### config.mk
export PLATFORM = sky130hd
export DESIGN_NAME = rx_line_status_unit
export DESIGN_NICKNAME = d
export VERILOG_FILES = /design/src/rtl/rxs_pkg.sv /design/src/rtl/rxs_reset_sync.sv /design/src/rtl/rxs_queue.sv /design/src/rtl/rxs_status_gen.sv /design/src/rtl/rx_line_status_unit.sv
export SDC_FILE = /design/constraint.sdc
export NUM_CORES = 1
export LEC_CHECK = 0
export BUFFER_PORTS_ARGS = -buffer_cell sky130_fd_sc_hd__buf_2
export CORE_MARGIN = 2
export CORE_UTILIZATION = 64
export CTS_BUF_LIST = sky130_fd_sc_hd__clkbuf_4 sky130_fd_sc_hd__clkbuf_8
export CTS_CLUSTER_DIAMETER = 100
export DETAILED_ROUTE_END_ITERATION = 6
export HOLD_SLACK_MARGIN = 0.12
export PLACE_DENSITY = 0.87
export SLEW_MARGIN = 25
export SYNTH_ARGS = -nofsm -noshare
export SYNTH_HDL_FRONTEND = slang
export SYNTH_SLANG_ARGS = --single-unit
### constraint.sdc
create_clock -name clk -period 8.6 [get_ports clk]
set_input_delay 1.72 -clock clk [delete_from_list [all_inputs] [get_ports clk]]
set_output_delay 1.72 -clock clk [all_outputs]
set_load 0.005 [all_outputs]
### src/rtl/rxs_pkg.sv
package rxs_pkg;

  localparam int DATA_W = 8;

  // error tags that travel with each character
  typedef struct packed {
    logic brk;
    logic frame;
    logic parity;
  } rx_err_t;

  typedef struct packed {
    logic [DATA_W-1:0] data;
    rx_err_t           err;
  } rx_entry_t;

  // line status bit positions (decoded by software)
  localparam int LS_READY   = 0;
  localparam int LS_OVERRUN = 1;
  localparam int LS_PARITY  = 2;
  localparam int LS_FRAME   = 3;
  localparam int LS_BREAK   = 4;
  localparam int LS_THOLD   = 5;
  localparam int LS_TIDLE   = 6;
  localparam int LS_QERR    = 7;

endpackage

### src/rtl/rxs_reset_sync.sv
module rxs_reset_sync (
  input  logic clk,
  input  logic rst_in_n,
  output logic rst_out_n
);

  logic [1:0] sync_q;

  always_ff @(posedge clk or negedge rst_in_n) begin
    if (!rst_in_n) begin
      sync_q <= 2'b00;
    end else begin
      sync_q <= {sync_q[0], 1'b1};
    end
  end

  assign rst_out_n = sync_q[1];

endmodule

### src/rtl/rxs_queue.sv
module rxs_queue
  import rxs_pkg::*;
#(
  parameter int DEPTH = 16
) (
  input  logic                              clk,
  input  logic                              rst_n,
  input  logic                              flush,
  input  logic                              fifo_mode,
  input  logic                              push_req,
  input  rx_entry_t                         push_entry,
  input  logic                              pop_req,
  output rx_entry_t                         head_entry,
  output logic                              empty,
  output logic                              full,
  output logic                              pop_ok,
  output logic                              overflow,
  output logic [$clog2(DEPTH+1)-1:0]        count,
  output logic [$clog2(DEPTH+1)-1:0]        err_count
);

  localparam int PTR_W = (DEPTH > 1) ? $clog2(DEPTH) : 1;
  localparam int CNT_W = $clog2(DEPTH + 1);
  localparam logic [PTR_W-1:0] LAST_PTR = PTR_W'(DEPTH - 1);

  logic [PTR_W-1:0] wr_ptr_q, wr_ptr_d;
  logic [PTR_W-1:0] rd_ptr_q, rd_ptr_d;
  logic [CNT_W-1:0] cnt_q, cnt_d;
  logic [CNT_W-1:0] errc_q, errc_d;
  logic [CNT_W-1:0] limit;
  logic             push_ok;
  logic             push_tagged;
  logic             head_tagged;
  rx_entry_t        slot_arr [DEPTH];

  function automatic logic [PTR_W-1:0] ptr_next(input logic [PTR_W-1:0] p);
    return (p == LAST_PTR) ? '0 : p + 1'b1;
  endfunction

  // single-register mode limits the storage to one entry
  assign limit       = fifo_mode ? CNT_W'(DEPTH) : CNT_W'(1);
  assign empty       = (cnt_q == '0);
  assign full        = (cnt_q >= limit);
  assign pop_ok      = pop_req && !empty;
  assign push_ok     = push_req && (!full || pop_ok);
  assign overflow    = push_req && full && !pop_ok;
  assign head_entry  = slot_arr[rd_ptr_q];
  assign push_tagged = |push_entry.err;
  assign head_tagged = |head_entry.err;
  assign count       = cnt_q;
  assign err_count   = errc_q;

  // storage slots
  for (genvar g = 0; g < DEPTH; g++) begin : g_slot
    rx_entry_t slot_q;
    logic      slot_we;

    assign slot_we = push_ok && (wr_ptr_q == PTR_W'(g));

    always_ff @(posedge clk or negedge rst_n) begin
      if (!rst_n) begin
        slot_q <= '0;
      end else if (slot_we) begin
        slot_q <= push_entry;
      end
    end

    assign slot_arr[g] = slot_q;
  end

  // next state
  always_comb begin
    wr_ptr_d = wr_ptr_q;
    rd_ptr_d = rd_ptr_q;
    cnt_d    = cnt_q;
    errc_d   = errc_q;
    if (flush) begin
      wr_ptr_d = '0;
      rd_ptr_d = '0;
      cnt_d    = '0;
      errc_d   = '0;
    end else begin
      if (push_ok) begin
        wr_ptr_d = ptr_next(wr_ptr_q);
      end
      if (pop_ok) begin
        rd_ptr_d = ptr_next(rd_ptr_q);
      end
      cnt_d  = cnt_q + CNT_W'(push_ok) - CNT_W'(pop_ok);
      errc_d = errc_q + CNT_W'(push_ok && push_tagged)
                      - CNT_W'(pop_ok && head_tagged);
    end
  end

  // registers
  always_ff @(posedge clk or negedge rst_n) begin
    if (!rst_n) begin
      wr_ptr_q <= '0;
      rd_ptr_q <= '0;
      cnt_q    <= '0;
      errc_q   <= '0;
    end else begin
      wr_ptr_q <= wr_ptr_d;
      rd_ptr_q <= rd_ptr_d;
      cnt_q    <= cnt_d;
      errc_q   <= errc_d;
    end
  end

endmodule

### src/rtl/rxs_status_gen.sv
module rxs_status_gen
  import rxs_pkg::*;
#(
  parameter int DEPTH = 16
) (
  input  logic                         clk,
  input  logic                         rst_n,
  input  logic                         flush,
  input  logic                         fifo_mode,
  input  logic                         irq_en,
  input  logic                         status_rd,
  input  logic                         pop_ok,
  input  logic                         overflow,
  input  logic                         empty,
  input  rx_err_t                      head_err,
  input  logic [$clog2(DEPTH+1)-1:0]   err_count,
  input  logic                         tx_shift_empty,
  input  logic                         tx_hold_empty,
  output logic [7:0]                   line_status,
  output logic                         line_irq
);

  localparam int CNT_W = $clog2(DEPTH + 1);

  logic             ack_q, ack_d;
  logic             ovr_q, ovr_d;
  rx_err_t          shown;
  logic [CNT_W-1:0] pending;

  // acknowledge state of the current head character
  always_comb begin
    ack_d = ack_q;
    if (flush || pop_ok) begin
      ack_d = 1'b0;
    end else if (status_rd && !empty) begin
      ack_d = 1'b1;
    end
  end

  // sticky overrun: a new overrun beats a simultaneous read
  always_comb begin
    ovr_d = ovr_q;
    if (flush) begin
      ovr_d = 1'b0;
    end else if (overflow) begin
      ovr_d = 1'b1;
    end else if (status_rd) begin
      ovr_d = 1'b0;
    end
  end

  always_ff @(posedge clk or negedge rst_n) begin
    if (!rst_n) begin
      ack_q <= 1'b0;
      ovr_q <= 1'b0;
    end else begin
      ack_q <= ack_d;
      ovr_q <= ovr_d;
    end
  end

  assign shown   = (!empty && !ack_q) ? head_err : '0;
  assign pending = err_count - CNT_W'(ack_q && (|head_err));

  always_comb begin
    line_status             = '0;
    line_status[LS_READY]   = !empty;
    line_status[LS_OVERRUN] = ovr_q;
    line_status[LS_PARITY]  = shown.parity;
    line_status[LS_FRAME]   = shown.frame;
    line_status[LS_BREAK]   = shown.brk;
    line_status[LS_THOLD]   = tx_hold_empty;
    line_status[LS_TIDLE]   = tx_shift_empty;
    line_status[LS_QERR]    = fifo_mode && (pending != '0);
  end

  assign line_irq = irq_en && (|line_status[LS_BREAK:LS_OVERRUN]);

endmodule

### src/rtl/rx_line_status_unit.sv
module rx_line_status_unit
  import rxs_pkg::*;
#(
  parameter int DEPTH = 16
) (
  input  logic              clk,
  input  logic              rst_n,
  input  logic              fifo_mode,
  input  logic              irq_en,
  input  logic              wr_valid,
  input  logic [DATA_W-1:0] wr_data,
  input  logic              wr_parity_err,
  input  logic              wr_frame_err,
  input  logic              wr_break,
  input  logic              rd_data_strb,
  input  logic              rd_status_strb,
  input  logic              wr_status_strb,
  input  logic              tx_shift_empty,
  input  logic              tx_hold_empty,
  output logic [DATA_W-1:0] rx_data,
  output logic [7:0]        line_status,
  output logic              line_irq
);

  localparam int CNT_W = $clog2(DEPTH + 1);

  logic             rst_sync_n;
  logic             mode_q;
  logic             flush;
  rx_entry_t        in_entry;
  rx_entry_t        head_entry;
  logic             q_empty;
  logic             q_full;
  logic             q_pop_ok;
  logic             q_overflow;
  logic [CNT_W-1:0] q_count;
  logic [CNT_W-1:0] q_err_count;

  rxs_reset_sync u_rst (
    .clk       (clk),
    .rst_in_n  (rst_n),
    .rst_out_n (rst_sync_n)
  );

  // mode change detection drives a one-cycle flush
  always_ff @(posedge clk or negedge rst_sync_n) begin
    if (!rst_sync_n) begin
      mode_q <= 1'b0;
    end else begin
      mode_q <= fifo_mode;
    end
  end

  assign flush            = (fifo_mode != mode_q);
  assign in_entry.data    = wr_data;
  assign in_entry.err     = '{brk: wr_break, frame: wr_frame_err, parity: wr_parity_err};

  rxs_queue #(.DEPTH(DEPTH)) u_queue (
    .clk        (clk),
    .rst_n      (rst_sync_n),
    .flush      (flush),
    .fifo_mode  (fifo_mode),
    .push_req   (wr_valid && !flush),
    .push_entry (in_entry),
    .pop_req    (rd_data_strb && !flush),
    .head_entry (head_entry),
    .empty      (q_empty),
    .full       (q_full),
    .pop_ok     (q_pop_ok),
    .overflow   (q_overflow),
    .count      (q_count),
    .err_count  (q_err_count)
  );

  rxs_status_gen #(.DEPTH(DEPTH)) u_status (
    .clk            (clk),
    .rst_n          (rst_sync_n),
    .flush          (flush),
    .fifo_mode      (fifo_mode),
    .irq_en         (irq_en),
    .status_rd      (rd_status_strb),
    .pop_ok         (q_pop_ok),
    .overflow       (q_overflow),
    .empty          (q_empty),
    .head_err       (head_entry.err),
    .err_count      (q_err_count),
    .tx_shift_empty (tx_shift_empty),
    .tx_hold_empty  (tx_hold_empty),
    .line_status    (line_status),
    .line_irq       (line_irq)
  );

  assign rx_data = head_entry.data;

endmodule

==> impl_metrics.xml <==
<?xml version="1.0" encoding="UTF-8"?>
<metrics>
  <group name="yosys">
    <metric name="number_of_warnings_reported_in_the_yosys_synthesis_log" unit="">0</metric>
    <metric name="synthesis.instances" unit="">654</metric>
    <metric name="syn-mean-instance-area" unit="um2">14.8</metric>
    <metric name="syn_nets" unit="">700</metric>
    <metric name="synth_cell_type_count" unit="">43</metric>
    <metric name="synthFlopType" unit="">sky130_fd_sc_hd__dfrtp_1</metric>
    <metric name="synth-seq-cells" unit="">199</metric>
    <metric name="synth_area" unit="mm2">0.00966</metric>
    <metric name="synth_top_area_frac" unit="">0.516</metric>
    <metric name="synth.top_cells.by_area" unit="">sky130_fd_sc_hd__dfrtp_1, sky130_fd_sc_hd__mux2_1, sky130_fd_sc_hd__mux4_2</metric>
    <metric name="synth_sequential_area_ratio" unit="">0.516</metric>
    <metric name="post-synth-top-count-cell" unit="">sky130_fd_sc_hd__dfrtp_1</metric>
    <metric name="async_reset_ff_frac" unit="">1.00</metric>
    <metric name="yosysTopAreaCell" unit="">sky130_fd_sc_hd__dfrtp_1</metric>
    <metric name="synth_edf_count" unit="">0</metric>
    <metric name="post_synth_most_frequent_cells" unit="">sky130_fd_sc_hd__dfrtp_1, sky130_fd_sc_hd__mux2_1, sky130_fd_sc_hd__mux4_2</metric>
  </group>
  <group name="drt">
    <metric name="drt_iter0_drc" unit="">443</metric>
    <metric name="post-route-drc-count" unit="">0</metric>
    <metric name="number_of_vias_in_the_routed_layout" unit="">5649</metric>
    <metric name="first_pass_iters" unit="">5</metric>
    <metric name="detail_route.wirelength" unit="um">20500</metric>
    <metric name="via_per_inst" unit="">6.47</metric>
    <metric name="final_antenna_net_count" unit="">0</metric>
    <metric name="route.detailed.wl_per_inst" unit="um">23.4</metric>
  </group>
  <group name="worst_setup_path">
    <metric name="cpLargestDelayFamily" unit="">buffers and inverters</metric>
    <metric name="worst-endpoint-arrival" unit="ps">3910</metric>
    <metric name="critical_path_required" unit="ps">6880</metric>
    <metric name="crit_path_start_kind" unit="">register</metric>
    <metric name="crit_path_cell_chain" unit="">buf_4, mux4_2, nand2_1, nand3_1, nor3_1, nor2b_1, ha_1, o41ai_1, a31oi_1, buf_2</metric>
    <metric name="cp_buf_inv_count" unit="">2</metric>
    <metric name="cp_max_fo" unit="">33</metric>
    <metric name="worst_path_max_delay_cell" unit="">sky130_fd_sc_hd__dfrtp_2</metric>
    <metric name="critical_path.endpoint_type" unit="">output port</metric>
    <metric name="critPathMaxStageDelay" unit="ps">750</metric>
    <metric name="critPathKind" unit="">reg -&gt; out</metric>
  </group>
  <group name="sta">
    <metric name="setup_violations" unit="">0</metric>
    <metric name="worst_slew_margin_rel" unit="">0.360</metric>
    <metric name="clock_skew" unit="ps">12.6</metric>
    <metric name="final-hold-violation-count" unit="">0</metric>
    <metric name="max_freq" unit="MHz">178</metric>
    <metric name="period_share" unit="">0.655</metric>
    <metric name="worstMarginPinSlew" unit="ps">952</metric>
    <metric name="final_max_slew_viol_count" unit="">0</metric>
    <metric name="grt_setup_unrepaired" unit="">false</metric>
    <metric name="final.min_clock_period" unit="ps">5630</metric>
    <metric name="tns" unit="ps">0</metric>
  </group>
  <group name="global_routing">
    <metric name="overflow" unit="">0</metric>
    <metric name="antenna_found_initial" unit="">0</metric>
    <metric name="first_global_vias" unit="">6155</metric>
    <metric name="grt.total_usage" unit="">0.279</metric>
    <metric name="grt_start_max_net_pins" unit="">82</metric>
    <metric name="global_route_wire_length_before_repair" unit="um">33800</metric>
  </group>
  <group name="power_and_ir_drop">
    <metric name="power.ir.vdd_worst" unit="uV">165</metric>
    <metric name="leakage" unit="nW">5.00</metric>
    <metric name="power_per_cell_area" unit="mW/mm2">257</metric>
  </group>
  <group name="floorplanning">
    <metric name="chipWidth" unit="um">127</metric>
    <metric name="floorplan.initialDensity" unit="">0.660</metric>
    <metric name="floorplan.die.height" unit="um">127</metric>
    <metric name="die_area" unit="mm2">0.0161</metric>
    <metric name="core" unit="mm2">0.0146</metric>
    <metric name="rows" unit="">44</metric>
    <metric name="top_level_ports" unit="">38</metric>
  </group>
  <group name="finish">
    <metric name="antenna_cells" unit="">0</metric>
    <metric name="postLayoutCoreUtil" unit="">0.716</metric>
    <metric name="final_cell_count_no_fill" unit="">873</metric>
    <metric name="area.growth.synth_to_final" unit="%">8.60</metric>
    <metric name="design.final.nets" unit="">722</metric>
    <metric name="drive_above_1_share" unit="">0.273</metric>
    <metric name="final.fill_count" unit="">925</metric>
  </group>
  <group name="clock_network">
    <metric name="clockRootBuffer" unit="">sky130_fd_sc_hd__clkbuf_8</metric>
    <metric name="cts_resized" unit="">0</metric>
    <metric name="htree_levels" unit="">4</metric>
    <metric name="cts_sinks" unit="">199</metric>
    <metric name="clk-insertion-delay-late" unit="ps">490</metric>
    <metric name="numCtsBuffers" unit="">17</metric>
    <metric name="clk_path_buf_depth" unit="">2</metric>
    <metric name="postCtsSetupBuffers" unit="">0</metric>
    <metric name="cts_hold_buf" unit="">0</metric>
    <metric name="clkSlewWorstSetupHoldPaths" unit="ps">100</metric>
    <metric name="tritoncts" unit="">done</metric>
  </group>
  <group name="placed_design">
    <metric name="port-buffer-count" unit="">32</metric>
    <metric name="post-place-cells" unit="">841</metric>
    <metric name="place.gp.congestion" unit="">0.836</metric>
    <metric name="detailedPlacementHpwl" unit="um">13400</metric>
  </group>
  <group name="run">
    <metric name="reported_max_cap_violation_count" unit="">0</metric>
  </group>
  <group name="min_path">
    <metric name="min-delay-path-class" unit="">reg -&gt; async</metric>
  </group>
  <group name="status">
    <metric name="status" unit="">finished clean</metric>
  </group>
</metrics>
-- per-layer routing --
metal | vias up | GRT usage | wire [um]
met5 | - | 0 | 0
met4 | 0 | 0.0976 | 474
met3 | 35 | 0.0536 | 763
met2 | 127 | 0.466 | 10700
met1 | 3061 | 0.373 | 8550
li1 | 2426 | - | -
-- layout make-up --
class / count / area [um2] / share of cell area
sequential: 199 / 4990 / 0.475
clock inverter: 12 / 210 / 0.0200
tap: 184 / 230 / 0.0219
clock buffer: 20 / 275 / 0.0262
timing repair buffer: 54 / 333 / 0.0317
inverter: 19 / 71.3 / 0.00680
multi-input combinational: 385 / 4380 / 0.418
-- logic make-up after synthesis --
| family | synth area share |
|---|---|
| compound gates | 0.0219 |
| xor+xnor | 0.00998 |
| fa+ha+maj | 0.0339 |
| buf+inv | 0.0363 |
| flops | 0.516 |
| mux | 0.329 |
| other cells | 0.000388 |
| simple gates | 0.0532 |
-- registers in the layout, summed over array words and instances, names as in the netlist --
signal / flops
u_rst.sync_q: 2
u_queue.rd_ptr_q: 4
mode_q: 1
u_status.ovr_q: 1
u_queue.wr_ptr_q: 4
u_queue.count: 5
u_queue.err_count: 5
u_status.ack_q: 1
u_queue.g_slot.slot_q: 176
-- layout by cell type, fill, tap and decap left out, drive strengths merged, types with 6 or more instances in the layout --
master	netlist	layout
buf	30	54
nand3	7	7
inv	19	23
and2	7	7
dfrtp	199	199
nor4b	7	7
nor4	9	9
xnor2	6	6
a21oi	11	11
clkbuf	21	20
nand2	17	17
mux4	52	52
nor2	22	22
ha	23	23
mux2	177	177
-- per-stage QoR --
stage	hold WS, ps	setup slack [ps]	power [mW]	instance area, um2
after floorplan	331	2640	1.78	9660
after global placement	309	3400	1.94	9990
after detailed placement	324	3360	1.99	9990
after CTS	334	2890	2.70	10500
after global routing	366	2650	2.84	10500
final	307	2970	2.69	10500
-- final timing paths --
kind	endpoint	startpoint	slack, ps	depth (start not counted)
setup / recovery	line_status[7]	u_queue.rd_ptr_q[0]	2970	10
hold / removal	u_queue.g_slot[15].slot_q[8]	u_rst.sync_q[1]	310	0
setup reg to reg	u_queue.err_count[4]	u_queue.rd_ptr_q[0]	4320	16
hold reg to reg	u_queue.g_slot[15].slot_q[8]	u_rst.sync_q[1]	310	0
max in group asynchronous	u_queue.g_slot[2].slot_q[1]	u_rst.sync_q[1]	6530	2
min in group clk	u_rst.sync_q[1]	u_rst.sync_q[0]	370	0
-- worst reg2reg max path: stages (launching register included) --
cell and delay, ps:
sky130_fd_sc_hd__dfrtp_2 750, sky130_fd_sc_hd__buf_4 670, sky130_fd_sc_hd__mux4_2 630, sky130_fd_sc_hd__nand2_1 100
sky130_fd_sc_hd__nand3_1 140, sky130_fd_sc_hd__nor3_1 320, sky130_fd_sc_hd__nor3_1 100, sky130_fd_sc_hd__ha_1 310
sky130_fd_sc_hd__inv_1 40, sky130_fd_sc_hd__ha_1 200, sky130_fd_sc_hd__inv_1 70, sky130_fd_sc_hd__fa_1 210
sky130_fd_sc_hd__nor2_1 60, sky130_fd_sc_hd__nor2_1 90, sky130_fd_sc_hd__nor2_1 50, sky130_fd_sc_hd__or3_1 330
sky130_fd_sc_hd__a21oi_1 140
-- power breakdown --
group	total (mW)	switching, mW	internal (mW)
Sequential	1.18	0.109	1.07
Clock	0.712	0.338	0.374
Combinational	0.798	0.397	0.401
Power figures use the tool's default switching activity.
